### src/rtl/selftest_pkg.sv
package selftest_pkg;

    typedef enum logic [2:0] {
        ST_NORMAL    = 3'd0,
        ST_ARMING    = 3'd1,
        ST_HOLD_LOW  = 3'd2,
        ST_REQ_HIGH  = 3'd3,
        ST_SAT_HI    = 3'd4,
        ST_QUIESCENT = 3'd5,
        ST_SAT_LO    = 3'd6
    } seq_state_e;

    localparam logic [2:0] LVL_NORMAL  = 3'b000;
    localparam logic [2:0] LVL_ST_LOW  = 3'b001;
    localparam logic [2:0] LVL_ST_HIGH = 3'b010;
    localparam logic [2:0] LVL_SAT_HI  = 3'b011;
    localparam logic [2:0] LVL_QUIES   = 3'b100;
    localparam logic [2:0] LVL_SAT_LO  = 3'b101;

endpackage

### src/rtl/st_sync2.sv
module st_sync2 #(
    parameter int   STAGES  = 2,
    parameter logic RST_VAL = 1'b1
) (
    input  logic clk,
    input  logic rst_n,
    input  logic d_i,
    output logic q_o
);
    logic [STAGES-1:0] chain_q;

    genvar g;
    generate
        for (g = 0; g < STAGES; g++) begin : g_stage
            always_ff @(posedge clk) begin
                if (!rst_n) begin
                    chain_q[g] <= RST_VAL;
                end else if (g == 0) begin
                    chain_q[g] <= d_i;
                end else begin
                    chain_q[g] <= chain_q[(g == 0) ? 0 : g-1];
                end
            end
        end
    endgenerate

    assign q_o = chain_q[STAGES-1];
endmodule

### src/rtl/st_delay_lut.sv
module st_delay_lut #(
    parameter int CNT_W        = 10,
    parameter int START_CODE_W = 4,
    parameter int PHASE_CODE_W = 2,
    parameter int START_LEVELS = 12,
    parameter int START_STEP   = 16,
    parameter int FR_BASE      = 8,
    parameter int PW_BASE      = 8
) (
    input  logic [START_CODE_W-1:0] start_code_i,
    input  logic [PHASE_CODE_W-1:0] req_code_i,
    input  logic [PHASE_CODE_W-1:0] pw_code_i,
    output logic [CNT_W-1:0]        start_tgt_o,
    output logic [CNT_W-1:0]        req_tgt_o,
    output logic [CNT_W-1:0]        pw_tgt_o
);
    localparam int TOP_IDX = START_LEVELS - 1;

    logic [CNT_W-1:0] start_idx;

    always_comb begin
        if (int'(start_code_i) >= TOP_IDX) begin
            start_idx = CNT_W'(TOP_IDX);
        end else begin
            start_idx = CNT_W'(start_code_i);
        end
        start_tgt_o = CNT_W'(START_STEP) * (start_idx + CNT_W'(1));
        req_tgt_o   = CNT_W'(FR_BASE) << req_code_i;
        pw_tgt_o    = CNT_W'(PW_BASE) << pw_code_i;
    end
endmodule

### src/rtl/st_phase_timer.sv
module st_phase_timer #(
    parameter int CNT_W = 10
) (
    input  logic             clk,
    input  logic             rst_n,
    input  logic             clr_i,
    input  logic             tick_i,
    input  logic [CNT_W-1:0] target_i,
    output logic             done_o
);
    logic [CNT_W-1:0] cnt_q;

    assign done_o = tick_i && (cnt_q == target_i - CNT_W'(1));

    always_ff @(posedge clk) begin
        if (!rst_n || clr_i) begin
            cnt_q <= '0;
        end else if (tick_i) begin
            cnt_q <= done_o ? '0 : cnt_q + CNT_W'(1);
        end
    end

    AST_CNT_BELOW_TARGET: assert property (@(posedge clk) disable iff (!rst_n)
        (!clr_i && $past(!clr_i) && $stable(target_i)) |-> (cnt_q < target_i));
endmodule

### src/rtl/selftest_seq.sv
module selftest_seq
    import selftest_pkg::*;
#(
    parameter int CNT_W        = 10,
    parameter int START_CODE_W = 4,
    parameter int PHASE_CODE_W = 2,
    parameter int START_LEVELS = 12,
    parameter int START_STEP   = 16,
    parameter int FR_BASE      = 8,
    parameter int PW_BASE      = 8,
    parameter int SYNC_STAGES  = 2
) (
    input  logic       clk,
    input  logic       rst_n,
    input  logic       tick_i,
    input  logic       st_disable_i,
    input  logic [3:0] start_code_i,
    input  logic [1:0] req_code_i,
    input  logic [1:0] pw_code_i,
    input  logic       line_lvl_i,
    input  logic       overfield_i,
    input  logic       clamp_en_i,
    output logic [2:0] level_sel_o,
    output logic       line_pull_o,
    output logic       clamp_en_o
);
    seq_state_e state_q, state_d;

    logic                    line_hi;
    logic                    phase_done;
    logic                    timer_clr;
    logic                    capture;
    logic [CNT_W-1:0]        timer_tgt;
    logic [CNT_W-1:0]        start_tgt, req_tgt, pw_tgt;
    logic [START_CODE_W-1:0] start_code_q;
    logic [PHASE_CODE_W-1:0] req_code_q, pw_code_q;

    st_sync2 #(.STAGES(SYNC_STAGES), .RST_VAL(1'b1)) u_sync (
        .clk   (clk),
        .rst_n (rst_n),
        .d_i   (line_lvl_i),
        .q_o   (line_hi)
    );

    st_delay_lut #(
        .CNT_W        (CNT_W),
        .START_CODE_W (START_CODE_W),
        .PHASE_CODE_W (PHASE_CODE_W),
        .START_LEVELS (START_LEVELS),
        .START_STEP   (START_STEP),
        .FR_BASE      (FR_BASE),
        .PW_BASE      (PW_BASE)
    ) u_lut (
        .start_code_i (start_code_q),
        .req_code_i   (req_code_q),
        .pw_code_i    (pw_code_q),
        .start_tgt_o  (start_tgt),
        .req_tgt_o    (req_tgt),
        .pw_tgt_o     (pw_tgt)
    );

    st_phase_timer #(.CNT_W(CNT_W)) u_timer (
        .clk      (clk),
        .rst_n    (rst_n),
        .clr_i    (timer_clr),
        .tick_i   (tick_i),
        .target_i (timer_tgt),
        .done_o   (phase_done)
    );

    assign capture = (state_q == ST_NORMAL) && (state_d == ST_ARMING);

    always_ff @(posedge clk) begin
        if (!rst_n) begin
            start_code_q <= '0;
            req_code_q   <= '0;
            pw_code_q    <= '0;
        end else if (capture) begin
            start_code_q <= START_CODE_W'(start_code_i);
            req_code_q   <= PHASE_CODE_W'(req_code_i);
            pw_code_q    <= PHASE_CODE_W'(pw_code_i);
        end
    end

    always_ff @(posedge clk) begin
        if (!rst_n) begin
            state_q <= ST_NORMAL;
        end else begin
            state_q <= state_d;
        end
    end

    always_comb begin
        state_d = state_q;
        unique case (state_q)
            ST_NORMAL: begin
                if (!st_disable_i && !line_hi && !overfield_i) state_d = ST_ARMING;
            end
            ST_ARMING: begin
                if (st_disable_i || line_hi)         state_d = ST_NORMAL;
                else if (!overfield_i && phase_done) state_d = ST_HOLD_LOW;
            end
            ST_HOLD_LOW: begin
                if (line_hi) state_d = ST_REQ_HIGH;
            end
            ST_REQ_HIGH: begin
                if (phase_done) state_d = ST_SAT_HI;
            end
            ST_SAT_HI: begin
                if (phase_done) state_d = ST_QUIESCENT;
            end
            ST_QUIESCENT: begin
                if (phase_done) state_d = ST_SAT_LO;
            end
            ST_SAT_LO: begin
                if (phase_done) state_d = ST_NORMAL;
            end
            default: state_d = ST_NORMAL;
        endcase
    end

    always_comb begin
        timer_clr = (state_q != state_d) || (state_q == ST_NORMAL) || (state_q == ST_HOLD_LOW)
                  || ((state_q == ST_ARMING) && overfield_i);
        unique case (state_q)
            ST_ARMING:   timer_tgt = start_tgt;
            ST_REQ_HIGH: timer_tgt = req_tgt;
            default:     timer_tgt = pw_tgt;
        endcase
    end

    always_comb begin
        level_sel_o = LVL_NORMAL;
        line_pull_o = 1'b0;
        clamp_en_o  = clamp_en_i;
        unique case (state_q)
            ST_NORMAL, ST_ARMING: begin
                line_pull_o = overfield_i;
            end
            ST_HOLD_LOW:  level_sel_o = LVL_ST_LOW;
            ST_REQ_HIGH:  level_sel_o = LVL_ST_HIGH;
            ST_SAT_HI: begin
                level_sel_o = LVL_SAT_HI;
                line_pull_o = 1'b1;
                clamp_en_o  = 1'b0;
            end
            ST_QUIESCENT: level_sel_o = LVL_QUIES;
            ST_SAT_LO: begin
                level_sel_o = LVL_SAT_LO;
                line_pull_o = 1'b1;
                clamp_en_o  = 1'b0;
            end
            default: level_sel_o = LVL_NORMAL;
        endcase
    end

    AST_DISABLE_HOLDS: assert property (@(posedge clk) disable iff (!rst_n)
        (state_q == ST_NORMAL && st_disable_i) |=> (level_sel_o == LVL_NORMAL));
    AST_OVF_NO_ENTRY: assert property (@(posedge clk) disable iff (!rst_n)
        (state_q == ST_ARMING && overfield_i) |=> (level_sel_o != LVL_ST_LOW));
    AST_LOW_HOLDS: assert property (@(posedge clk) disable iff (!rst_n)
        (level_sel_o == LVL_ST_LOW && !line_hi) |=> (level_sel_o == LVL_ST_LOW));
    AST_RELEASE_HIGH: assert property (@(posedge clk) disable iff (!rst_n)
        (level_sel_o == LVL_ST_LOW && line_hi) |=> (level_sel_o == LVL_ST_HIGH));
    AST_SATHI_TO_QUIES: assert property (@(posedge clk) disable iff (!rst_n)
        (level_sel_o == LVL_SAT_HI && phase_done) |=> (level_sel_o == LVL_QUIES && !line_pull_o));
    AST_CODES_HELD: assert property (@(posedge clk) disable iff (!rst_n)
        (state_q != ST_NORMAL) |=> ($stable(start_code_q) && $stable(req_code_q) && $stable(pw_code_q)));
endmodule

### config.mk
export PLATFORM = sky130hd
export DESIGN_NAME = selftest_seq
export DESIGN_NICKNAME = d
export VERILOG_FILES = /design/src/rtl/selftest_pkg.sv /design/src/rtl/st_sync2.sv /design/src/rtl/st_delay_lut.sv /design/src/rtl/st_phase_timer.sv /design/src/rtl/selftest_seq.sv
export SDC_FILE = /design/constraint.sdc
export NUM_CORES = 1
export LEC_CHECK = 0
export ABC_AREA = 0
export BUFFER_PORTS_ARGS = -buffer_cell sky130_fd_sc_hd__buf_2
export CAP_MARGIN = 20
export CORE_MARGIN = 8
export CORE_UTILIZATION = 50
export CTS_CLUSTER_SIZE = 16
export DETAILED_ROUTE_END_ITERATION = 12
export GPL_ROUTABILITY_DRIVEN = 0
export GPL_TIMING_DRIVEN = 1
export PLACE_DENSITY = 0.78
export SLEW_MARGIN = 20
export SYNTH_ARGS = -nofsm -noshare
export SYNTH_HDL_FRONTEND = slang
export SYNTH_SLANG_ARGS = --single-unit
### constraint.sdc
create_clock -name clk -period 2.5 [get_ports clk]
set_clock_uncertainty 0.2 [all_clocks]
set_input_delay 0.125 -clock clk [delete_from_list [all_inputs] [get_ports clk]]
set_output_delay 0.125 -clock clk [all_outputs]
set_load 0.005 [all_outputs]
Word-level counts from Yosys, hierarchy flattened. Index checks and enable logic that the tools add are counted.

Bits in registers: 23. Bits of input ports: 15. Output and inout port bits: 5. Word-level logic and storage cells: 55.

$add $sub $neg: 3. Order comparisons: 1. Eq/ne operators: 9. Shift operators: 2. Mux-type cells: 15. Reduce and logical (&&, ||, !) cells: 18.

Operator list (number): $mux W3 (8); $pmux W3 S7 (1); $pmux W10 S2 (1); $shl A4 B2 Y10 const A (2); $pmux W3 S5 (1); $add A10 B1 Y10 const B (1); $eq A10 B10 Y1 (1); $mux W10 (1); $sub A10 B1 Y10 const B (1); $eq A3 B3 Y1 const B (3); $eq A3 B1 Y1 const B (2); $eq A3 B2 Y1 const B (2); $logic_and A1 B1 Y1 (6); $add A4 B1 Y5 const B (1); $logic_or A1 B1 Y1 (5); $ge A4 B4 Y1 const B (1); $logic_not A1 Y1 (4); $mux W4 (1); $reduce_or A2 Y1 (2); $logic_not A3 Y1 (1); $ne A3 B3 Y1 (1); $pmux W1 S2 (1); $mux W1 (1).

Longest topological paths before layout. Gate-level depths: netlist (run 1).

Depth in word-level cells: 16. Depth in mapped cells: 12. Gate-level depth less buffers: 10.

Hierarchy. From an unflattened synthesis (run 1), not the netlist that was laid out.

Cell total of the unflattened synthesis: 248. Area, all modules: 1890.6 µm².

By module, submodules not included: selftest_seq (times used 1, cells an instance 114, area an instance 808.3 µm², sequential area each 220.2 µm²); st_phase_timer (times used 1, cells an instance 96, area an instance 788.3 µm², sequential area each 200.2 µm²); st_delay_lut (times used 1, cells an instance 34, area an instance 241.5 µm², sequential area each 0.0 µm²); st_sync2 (times used 1, cells an instance 4, area an instance 52.6 µm², sequential area each 40.0 µm²).

Worst setup path before layout (run 1). OpenSTA, ideal clock, no wires.

Kind: reg2reg. Start: register state_q[0]. End: register state_q[0]. Data arrival time: 2442 ps. Data required time: 2205 ps. Setup slack: -238 ps. Cell stages (with the launch flop): 12. Buffers on the path: 1. Period minus slack after synthesis: 2738 ps. Cell sequence: dfxtp_1 buf_6 nor2b_1 nor3_1 a31oi_1 ha_1 o221ai_1 a2111oi_2 xnor2_1 o2111ai_2 or2_1 o311ai_1.

Longest elaborated chain between the ends: 9.

Ends and longest elaborated chain: start: declaration (RTL line selftest_seq.sv:27) `seq_state_e state_q, state_d;`; start signal: assignment (RTL line selftest_seq.sv:89) `state_q <= state_d;`; $eq A3 B2 Y1 / $eq A3 B1 Y1 (equally long branches) (RTL line selftest_seq.sv:95, selftest_seq.sv:125); $pmux W10 S2 (RTL line selftest_seq.sv:125) `unique case (state_q)`; $sub A10 B1 Y10 (RTL line st_phase_timer.sv:13) `assign done_o = tick_i && (cnt_q == target_i - CNT_W'(1));`; $eq A10 B10 Y1 (RTL line st_phase_timer.sv:13); $logic_and A1 B1 Y1 (RTL line st_phase_timer.sv:13); $logic_and A1 B1 Y1 (RTL line selftest_seq.sv:101) `else if (!overfield_i && phase_done) state_d = ST_HOLD_LOW;`; $mux W3 (RTL line selftest_seq.sv:101); $mux W3 (RTL line selftest_seq.sv:100) `if (st_disable_i || line_hi) state_d = ST_NORMAL;`; $pmux W3 S7 * (RTL line selftest_seq.sv:95) `unique case (state_q)`.

Every way passes the cells marked *; elsewhere a longest branch is shown, timed or not. A chain may end at the register's enable or synchronous reset.

Worst setup path after layout (run 1).
Start: register start_code_q[2]. End: register u_timer.cnt_q[5].

Longest elaborated chain between the ends: 16.

Ends and longest elaborated chain: start: declaration (RTL line selftest_seq.sv:35) `logic [START_CODE_W-1:0] start_code_q;`; start signal: assignment (RTL line selftest_seq.sv:79) `start_code_q <= START_CODE_W'(start_code_i);`; $ge A4 B4 Y1 (RTL line st_delay_lut.sv:22) `if (int'(start_code_i) >= TOP_IDX) begin`; $mux W4 * (RTL line st_delay_lut.sv:22); $add A4 B1 Y5 * (RTL line st_delay_lut.sv:27) `start_tgt_o = CNT_W'(START_STEP) * (start_idx + CNT_W'(1));`; $pmux W10 S2 * (RTL line selftest_seq.sv:125); $sub A10 B1 Y10 * (RTL line st_phase_timer.sv:13); $eq A10 B10 Y1 * (RTL line st_phase_timer.sv:13); $logic_and A1 B1 Y1 * (RTL line st_phase_timer.sv:13); $logic_and A1 B1 Y1 (RTL line selftest_seq.sv:101); $mux W3 (RTL line selftest_seq.sv:101); $mux W3 (RTL line selftest_seq.sv:100); $pmux W3 S7 (RTL line selftest_seq.sv:95); $ne A3 B3 Y1 (RTL line selftest_seq.sv:123) `timer_clr = (state_q != state_d) || (state_q == ST_NORMAL) || (state_q == ST_HOLD_LOW)`; $logic_or A1 B1 Y1 (2 in a row) (RTL line selftest_seq.sv:123); $logic_or A1 B1 Y1 (RTL line selftest_seq.sv:124) `|| ((state_q == ST_ARMING) && overfield_i);`; $logic_or A1 B1 Y1 (RTL line st_phase_timer.sv:16) `if (!rst_n || clr_i) begin`; end signal: assignment (RTL line st_phase_timer.sv:19) `cnt_q <= done_o ? '0 : cnt_q + CNT_W'(1);`; end: declaration (RTL line st_phase_timer.sv:11) `logic [CNT_W-1:0] cnt_q;`.

Marks and branches as above.

==> results of run 1 <==
[logic make-up after synthesis]
group | share of synthesized area
simple gates | 0.258
compound gates | 0.179
flops | 0.299
xor+xnor | 0.107
buf+inv | 0.0594
mux | 0.0724
fa+ha+maj | 0.0244
[power by group]
group | internal [mW] | switching [mW] | total [mW] | leakage, nW
clock network | 0.0625 | 0.113 | 0.175 | 0.0150
registers | 0.373 | 0.00742 | 0.381 | 0.189
logic | 0.0762 | 0.0703 | 0.147 | 0.689
[cell type report]
| cell class | count | area [um2] |
|---|---|---|
| Clock buffer | 4 | 26.3 |
| Sequential cell | 23 | 470 |
| Fill cell | 223 | 841 |
| Tap cell | 33 | 41.3 |
| Multi-Input combinational cell | 147 | 1150 |
| Inverter | 7 | 26.3 |
| Timing Repair Buffer | 57 | 420 |
[how the worst max path moves through the flow]
stage                    start          endpoint  slack (ns)  cells after the start
3_3_place_gp        state_q[2]        state_q[0]       -0.15                     10
3_5_place_dp   start_code_q[3]        state_q[0]       -0.19                      9
5_1_grt             state_q[0]  u_timer.cnt_q[5]       -0.18                     11
2_1_floorplan       state_q[0]        state_q[0]       -0.16                     11
4_1_cts        start_code_q[2]        state_q[0]       -0.12                      9
6_report       start_code_q[2]  u_timer.cnt_q[5]       -0.08                     10
[timing repair]
action / in CTS / in global routing
gates cloned: 1 / 0
pin swaps: 11 / 7
resized for setup: 7 / 19
hold endpoints to repair: 14 / 0
setup endpoints to repair: 13 / 13
buffers inserted: 2 / 4
hold buffers: 13 / 0
[state kept, by name (all words and copies together) (netlist names)]
register,cells
u_sync.chain_q,1
start_code_q,4
state_q,3
pw_code_q,2
u_sync.q_o,1
u_timer.cnt_q,10
req_code_q,2
[cells in the final DEF, fill, tap and decap left out, types with 2 or more instances in the layout]
cell type	n
a211oi_2	2
a21o_1	2
a21oi_1	2
a22oi_2	2
a31oi_1	2
and2_1	4
and3_1	3
buf_2	19
buf_4	23
buf_6	2
clkbuf_4	3
dfxtp_1	17
dfxtp_2	5
dlygate4sd3_1	13
inv_1	6
mux2i_1	10
nand2_1	10
nand2b_1	3
nand3_1	6
nand3b_1	2
nand4_1	3
nor2_1	32
nor3_1	6
o211ai_1	2
o21ai_1	2
o221ai_4	2
o22ai_1	2
xnor2_1	7
xnor2_2	3
xor2_1	7
[per-layer routing]
metal  vias up  routed length (um)
li1        766                   -
met3         6                 248
met2        46                2180
met1       705                1670
met5         -                   0
met4         0                  72
[critical path, delay by kind of cell, from the launching register on]
family	cells	cell delay [ns]
compound gates	6	1.22
flops	1	0.35
fa+ha+maj	1	0.25
buf+inv	1	0.19
xor+xnor	1	0.17
simple gates	1	0.07
[per-stage QoR]
step	cell area [um2]	hold slack, ns	util	std cells	setup TNS (ns)
2_1_floorplan	1590	0.0265	-	185	-0.950
3_5_place_dp	1800	0.114	0.604	247	-2.22
3_3_place_gp	1800	0.110	0.604	247	-1.54
6_report	2140	0.0973	0.718	271	-0.804
4_1_cts	2010	0.104	0.676	267	-0.694
5_1_grt	2140	0.133	0.718	271	-2.13
==> impl_metrics.py, run 1 <==
metrics = {
    "synth": {
        "synthTopCellsByArea": "dfxtp_1 30%, nor2_1 7.8%, mux2i_1 6.5%, xnor2_1 5.7%, xor2_1 4.0%",
        "synth_area_leader_cell": "dfxtp_1",
        "synth_common_cells": "32 x nor2_1, 23 x dfxtp_1, 10 x mux2i_1, 10 x nand2_1, 10 x xnor2_1",
        "synth_cell_type_count": 52,
        "synth_edf_count": 0,
        "synth_top_area_frac": 0.299,
        "ys_seq_elements": 23,
        "syn_inst": 185,
        "synth_warnings": 0,
        "ys_seq_area_frac": 0.299,
        "synth_area_per_cell_um2": 8.31,
        "syn_area_mm2": 0.00154,
        "synth_nets": 203,
        "yosysMostFrequentCell": "nor2_1",
        "async_flop_share": 0,
        "synthFlopType": "dfxtp_1",
    },
    "global_route": {
        "gr-usage-met2": 0.292,
        "grt_antenna_before_repair": 0,
        "grtUsageMet1": 0.175,
        "use_met3": 0.0474,
        "grt_max_degree": 14,
        "grt_pass1_vias": 1454,
        "grt_pass1_wl_um": 6710,
        "grt_busiest_layer": "met2",
        "grt_use_total": 0.159,
        "grt_overflow": 0,
    },
    "drt": {
        "first_iter_violations": 95,
        "ant_nets": 0,
        "drc": 0,
        "detail_route.wl_per_cell_um": 15.4,
        "routed_wirelength_um": 4170,
        "routed_via_density": 5.62,
        "firstDrtPassIters": 4,
        "vias": 1523,
    },
    "floorplan": {
        "chipWidth_um": 71.5,
        "die_h_um": 71.5,
        "die_area_mm2": 0.00511,
        "start_util": 0.516,
        "core_mm2": 0.00298,
        "rows": 20,
        "num_io_pins": 20,
    },
    "cells_and_area": {
        "area_growth_pct": 39.0,
        "final_layout_size_suffix_gt1_frac": 0.332,
        "fin_nets": 257,
        "diodes": 0,
    },
    "hold_path": {
        "hp-class": "in -> reg",
        "hold_end": "state_q[0]",
        "hold_depth": 6,
        "hp-start": "st_disable_i",
    },
    "timing": {
        "slew_headroom": 0.608,
        "final_hold_viol_count": 0,
        "setup_violations": 13,
        "grt_setup_unrepaired": "yes",
        "fin_ws_ns": -0.0836,
        "fin_crit_ns": 2.58,
        "slew_viol_final": 0,
        "tightestPinTransition_ns": 0.586,
        "fmax_mhz": 387,
        "finalCritPeriodShare": 1.03,
    },
    "critical_path": {
        "required_ns": 2.51,
        "endpoint_kind": "register",
        "arrival_ns": 2.59,
        "r2r_end": "u_timer.cnt_q[5]",
        "max_stage_delay_ns": 0.35,
        "ff2ff_setup_slack_ns": -0.08,
        "path_cells": "a21o_1 > ha_4 > a311oi_2 > o221ai_2 > a2111oi_4 > xnor2_2 > o2111ai_4 > buf_4 > o221ai_4 > nor2_1",
        "slowest_stage": "dfxtp_2",
        "r2r-start": "start_code_q[2]",
        "reg2reg_depth": 10,
        "startpoint_type": "register",
        "critical_path.max_fanout": 6,
        "critPathKind": "reg -> reg",
    },
    "clocking": {
        "cts_tree": "built",
        "clk_pin_slew_worst_paths_ns": 0.13,
        "clock_path_buffers": 2,
        "cts_sinks": 23,
        "cts_buffers": 3,
        "clock-root-buffer": "clkbuf_4",
        "htreeDepth": 1,
        "clkLatencyLatePin_ns": 0.32,
    },
    "job": {
        "cap_violations": 0,
    },
    "placement": {
        "hpwl_um": 2770,
        "portBuffers": 19,
        "pre_cts_ws_ns": -0.195,
    },
    "power": {
        "cellLeakagePower_nw": 0.894,
        "finalPower_uw": 702,
        "ir_drop_v": 0.000359,
        "cellPowerDensity_mw_per_mm2": 329,
    },
    "outcome": {
        "status": "complete, but fails checks",
        "violations": "negative setup slack",
    },
}
No activity file was read; power rests on OpenSTA's default activity.
==> inputs of run 2 (changes only) <==
--- a/config.mk
+++ b/config.mk
@@ -14,7 +14,7 @@
 export DETAILED_ROUTE_END_ITERATION = 12
 export GPL_ROUTABILITY_DRIVEN = 0
 export GPL_TIMING_DRIVEN = 1
-export PLACE_DENSITY = 0.78
+export PLACE_DENSITY = 0.76
 export SLEW_MARGIN = 20
 export SYNTH_ARGS = -nofsm -noshare
 export SYNTH_HDL_FRONTEND = slang
==> constraint.sdc (replaced) <==
create_clock -name clk -period 3.27 [get_ports clk]
set_clock_uncertainty 0.2 [all_clocks]
set_input_delay 0.1635 -clock clk [delete_from_list [all_inputs] [get_ports clk]]
set_output_delay 0.1635 -clock clk [all_outputs]
set_load 0.005 [all_outputs]
==> impl_metrics.py, run 2 (synthesized netlist as in run 1, its figures left out) <==
metrics = {
    "outcome": {
        "status": "finished clean",
    },
    "critical_path": {
        "crit_end": "state_q[0]",
        "required_ns": 3.29,
        "reg2reg_depth": 10,
        "critical_path.max_fanout": 10,
        "startpoint_type": "register",
        "r2r-start": "start_code_q[2]",
        "r2r_end": "state_q[0]",
        "endpoint_kind": "register",
        "arrival_ns": 3.02,
        "cp-startpoint": "start_code_q[2]",
        "ff2ff_setup_slack_ns": 0.27,
        "cp_num_cells": 10,
        "cp_top_family": "compound AO/OA/AOI/OAI gates",
        "max_stage_delay_ns": 0.52,
        "cpMostUsedCell": "o21ai_0",
        "slowest_stage": "dfxtp_1",
        "path_buf_inv": 0,
        "critPathKind": "reg -> reg",
        "path_cells": "a21o_1 > o21ai_0 > o21ai_0 > ha_1 > o221ai_1 > a2111oi_2 > xnor2_1 > o2111ai_2 > or2_1 > o311ai_1",
    },
    "drt": {
        "drc": 0,
        "ant_nets": 0,
        "firstDrtPassIters": 6,
        "first_iter_violations": 154,
        "routed_via_density": 5.52,
        "routed_wirelength_um": 3320,
        "vias": 1369,
        "detail_route.wl_per_cell_um": 13.4,
    },
    "placement": {
        "portBuffers": 19,
        "pre_cts_ws_ns": 0.215,
        "placed_cell_area_mm2": 0.00164,
        "hpwl_um": 2340,
        "place_inst": 232,
    },
    "cells_and_area": {
        "fill_cells": 264,
        "final_cells": 248,
        "largest_register": "u_timer.cnt_q",
        "final_cell_mix": "32 x nor2_1, 22 x dfxtp_1, 19 x buf_2, 12 x dlygate4sd3_1",
        "mostFrequentLayoutCell": "nor2_1",
        "finalCoreUtilization": 0.604,
        "area_growth_pct": 16.9,
        "largest_reg_flops": 10,
        "multiInputGateArea_um2": 997,
        "register_area_um2": 462,
        "top_regs": "u_timer.cnt_q (10), start_code_q (4), state_q (3)",
        "final_layout_size_suffix_gt1_frac": 0.167,
        "stdcell_area_mm2": 0.00180,
        "fin_nets": 234,
        "diodes": 0,
    },
    "power": {
        "swShare": 0.258,
        "power_switching_uw": 131,
        "finalPower_uw": 509,
        "combPwrFrac": 0.169,
        "power.internal_uw": 377,
        "sequentialPowerShare": 0.575,
        "cellLeakagePower_nw": 0.755,
        "clock_power_share": 0.256,
        "ir_drop_v": 0.000186,
        "cellPowerDensity_mw_per_mm2": 283,
    },
    "global_route": {
        "grt_overflow": 0,
        "grt_antenna_before_repair": 0,
        "grt_pass1_wl_um": 5690,
        "grt_pass1_vias": 1290,
        "grt_max_degree": 13,
        "grt_use_total": 0.132,
    },
    "job": {
        "cap_violations": 0,
    },
    "floorplan": {
        "chipWidth_um": 71.5,
        "core_mm2": 0.00298,
        "die_h_um": 71.5,
        "die_area_mm2": 0.00511,
        "start_util": 0.516,
        "num_io_pins": 20,
        "rows": 20,
    },
    "timing": {
        "slew_headroom": 0.656,
        "fmax_mhz": 333,
        "setup_violations": 0,
        "final_hold_viol_count": 0,
        "grt_setup_unrepaired": "no",
        "whs_ns": 0.0609,
        "finalCritPeriodShare": 0.919,
        "fin_ws_ns": 0.265,
        "fin_crit_ns": 3.00,
        "tns_ns": 0,
        "tightestPinTransition_ns": 0.514,
        "slew_viol_final": 0,
    },
    "clocking": {
        "cts_buffers": 3,
        "clock-root-buffer": "clkbuf_4",
        "cts_sinks": 23,
        "clock_path_buffers": 2,
        "clk_pin_slew_worst_paths_ns": 0.12,
        "cts_tree": "built",
        "clkLatencyLatePin_ns": 0.31,
        "htreeDepth": 1,
    },
    "hold_path": {
        "hp-class": "in -> reg",
    },
}
## run 2: cell types whose count changed in the layout (fill, tap and decap cells not counted), moves of 3 or more
cell	change
dfxtp_2	-4
xnor2_2	-3
dfxtp_1	+5
buf_4	-19
xnor2_1	+3
o21ai_0	+3
## run 2: timing repair
item,4_1_cts,5_1_grt
setup endpoints to repair,0,11
resized for setup,0,2
hold buffers,12,0
endpoints found under the hold margin,12,0
buffers inserted,0,0
## run 2: area by class of cell
type                            instances  share of cell area
Multi-Input combinational cell        146               0.555
Sequential cell                        23               0.257
Timing Repair Buffer                   35               0.136
Clock buffer                            4              0.0146
Tap cell                               33              0.0230
Inverter                                7              0.0146
## run 2: power by group through the flow
stage               Sequential (mW)  Combinational (mW)  Clock (mW)
finish                        0.292              0.0861       0.130
global route                  0.294              0.0949       0.148
CTS                           0.292              0.0833       0.137
detailed placement            0.298              0.0722           0
global placement              0.299              0.0723           0
floorplan                     0.296              0.0502           0
## run 2: tightest hold or removal path, stage by stage
cell	delay, ns
buf_2	0.09
and3_1	0.15
o31ai_1	0.07
o311ai_1	0.06
## run 2: worst min path at each step
| stage | endpoint | from | cells after the start | slack [ns] |
|---|---|---|---|---|
| floorplan | u_sync.chain_q[0] | line_lvl_i | 1 | 0.06 |
| global placement | u_sync.chain_q[0] | line_lvl_i | 2 | 0.14 |
| detailed placement | u_sync.chain_q[0] | line_lvl_i | 2 | 0.16 |
| CTS | state_q[0] | overfield_i | 4 | 0.05 |
| global route | state_q[0] | overfield_i | 4 | 0.09 |
| finish | state_q[0] | overfield_i | 4 | 0.06 |
## run 2: routing by layer
metal | part of all wire | track usage | vias to the layer above
li1 | - | - | 715
met1 | 0.46 | 0.168 | 621
met2 | 0.47 | 0.209 | 31
met3 | 0.067 | 0.0432 | 2
met4 | 0.0057 | 0.0340 | 0
met5 | 0 | 0 | -
==> inputs of run 3 (changes only) <==
--- a/config.mk
+++ b/config.mk
@@ -12,8 +12,8 @@
 export CORE_UTILIZATION = 50
 export CTS_CLUSTER_SIZE = 16
 export DETAILED_ROUTE_END_ITERATION = 12
-export GPL_ROUTABILITY_DRIVEN = 0
 export GPL_TIMING_DRIVEN = 1
+export HOLD_SLACK_MARGIN = 0.15
 export PLACE_DENSITY = 0.76
 export SLEW_MARGIN = 20
 export SYNTH_ARGS = -nofsm -noshare
==> impl_metrics.py, run 3 (synthesized netlist as in run 1, its figures left out) <==
metrics = {
    "floorplan": {
        "start_util": 0.516,
        "num_io_pins": 20,
        "chipWidth_um": 71.5,
        "rows": 20,
        "die_h_um": 71.5,
        "core_mm2": 0.00298,
        "die_area_mm2": 0.00511,
    },
    "critical_path": {
        "critical_path.max_fanout": 9,
        "required_ns": 3.29,
        "r2r_end": "state_q[0]",
        "ff2ff_setup_slack_ns": 0.27,
        "arrival_ns": 3.02,
        "endpoint_kind": "register",
        "critPathKind": "reg -> reg",
        "reg2reg_depth": 10,
        "r2r-start": "state_q[0]",
        "startpoint_type": "register",
    },
    "global_route": {
        "grt_pass1_wl_um": 5940,
        "grt_use_total": 0.138,
        "grt_overflow": 0,
        "grt_antenna_before_repair": 0,
        "grt_pass1_vias": 1322,
        "grt_max_degree": 13,
    },
    "hold_path": {
        "hold_depth": 6,
        "hp-class": "in -> reg",
        "hold_end": "state_q[0]",
        "hp-start": "st_disable_i",
    },
    "clocking": {
        "cts_tree": "built",
        "cts_sinks": 23,
        "clk_pin_slew_worst_paths_ns": 0.12,
        "cts_setup_buffers": 0,
        "clock-root-buffer": "clkbuf_4",
        "clock_path_buffers": 2,
        "htreeDepth": 1,
        "cts_buffers": 3,
        "clkLatencyLatePin_ns": 0.31,
    },
    "cells_and_area": {
        "fin_nets": 243,
        "top_regs": "u_timer.cnt_q (10), start_code_q (4), state_q (3)",
        "largest_register": "u_timer.cnt_q",
        "final_cell_mix": "32 x nor2_1, 22 x dfxtp_1, 21 x dlygate4sd3_1, 19 x buf_2",
        "largest_reg_flops": 10,
        "final_layout_size_suffix_gt1_frac": 0.161,
        "diodes": 0,
        "mostFrequentLayoutCell": "nor2_1",
        "area_growth_pct": 22.8,
        "finalCoreUtilization": 0.634,
    },
    "drt": {
        "firstDrtPassIters": 5,
        "drc": 0,
        "first_iter_violations": 179,
        "routed_wirelength_um": 3360,
        "detail_route.wl_per_cell_um": 13.1,
        "ant_nets": 0,
        "vias": 1415,
        "routed_via_density": 5.51,
    },
    "power": {
        "power_switching_uw": 131,
        "sequentialPowerShare": 0.572,
        "power.internal_uw": 380,
        "ir_drop_v": 0.000186,
        "swShare": 0.257,
        "cellLeakagePower_nw": 0.815,
        "finalPower_uw": 511,
        "clock_power_share": 0.254,
        "cellPowerDensity_mw_per_mm2": 271,
        "combPwrFrac": 0.174,
    },
    "timing": {
        "tightestPinTransition_ns": 0.517,
        "slew_viol_final": 0,
        "slew_headroom": 0.654,
        "setup_violations": 0,
        "grt_setup_unrepaired": "no",
        "fmax_mhz": 333,
        "final_hold_viol_count": 0,
        "whs_ns": 0.165,
        "tns_ns": 0,
        "finalCritPeriodShare": 0.919,
        "fin_crit_ns": 3.00,
    },
    "job": {
        "cap_violations": 0,
    },
    "placement": {
        "routabilityCongestion": 0.808,
        "portBuffers": 19,
        "hpwl_um": 2340,
    },
    "outcome": {
        "status": "finished clean",
    },
}
## run 3: cell count changes in the layout (fill, tap and decap cells not counted), sizes merged
| cell | before | now |
|---|---|---|
| dlygate4sd3 | 12 | 21 |
## run 3: how the worst max path moves through the flow
stage | from | end | slack [ns]
finish | state_q[0] | state_q[0] | 0.27
global route | start_code_q[2] | state_q[0] | 0.001
CTS | state_q[0] | u_timer.cnt_q[4] | 0.19
detailed placement | state_q[0] | u_timer.cnt_q[4] | 0.21
global placement | state_q[0] | u_timer.cnt_q[8] | 0.27
floorplan | state_q[0] | state_q[0] | 0.53
## run 3: through the flow
stage / instance area (um2) / cells / setup slack (ns)
2_1_floorplan: 1540 / 185 / 0.532
3_3_place_gp: 1640 / 232 / 0.269
3_5_place_dp: 1640 / 232 / 0.215
4_1_cts: 1880 / 257 / 0.189
5_1_grt: 1890 / 257 / 0.00136
6_report: 1890 / 257 / 0.265
## run 3: cell type report
cell class	instances	area [um2]
inverters	7	26.3
repair buffers	44	335
clock buffers	4	26.3
fillers	252	1090
well taps	33	41.3
multi-input cells	146	997
flip-flops and latches	23	462
## run 3: layer usage
metal  up-vias  wire length [um]  GRT usage
li1        735                 -          -
met1       644              1590      0.178
met2        34              1550      0.216
met3         2               204     0.0432
met4         0                19     0.0340
met5         -                 0          0
## run 3: power groups by stage
stage / clock network, mW / logic (mW) / registers (mW)
floorplan: 0 / 0.0502 / 0.296
global placement: 0 / 0.0723 / 0.299
detailed placement: 0 / 0.0722 / 0.298
CTS: 0.137 / 0.0859 / 0.292
global route: 0.148 / 0.0982 / 0.294
finish: 0.130 / 0.0887 / 0.292
## run 3: critical path, cell delays in order (launching register included)
cell and delay [ns]:
dfxtp_2 0.39, nor2b_1 0.16, buf_4 0.16, a31oi_1 0.32
ha_1 0.29, o221ai_1 0.16, a2111oi_2 0.26, xnor2_1 0.19
o2111ai_2 0.23, or2_1 0.29, o311ai_1 0.27
## run 3: repair_timing
action                                 4_1_cts  5_1_grt
resized for setup                            0        2
setup endpoints to repair                    0       11
endpoints found under the hold margin       17        0
hold buffers                                21        0
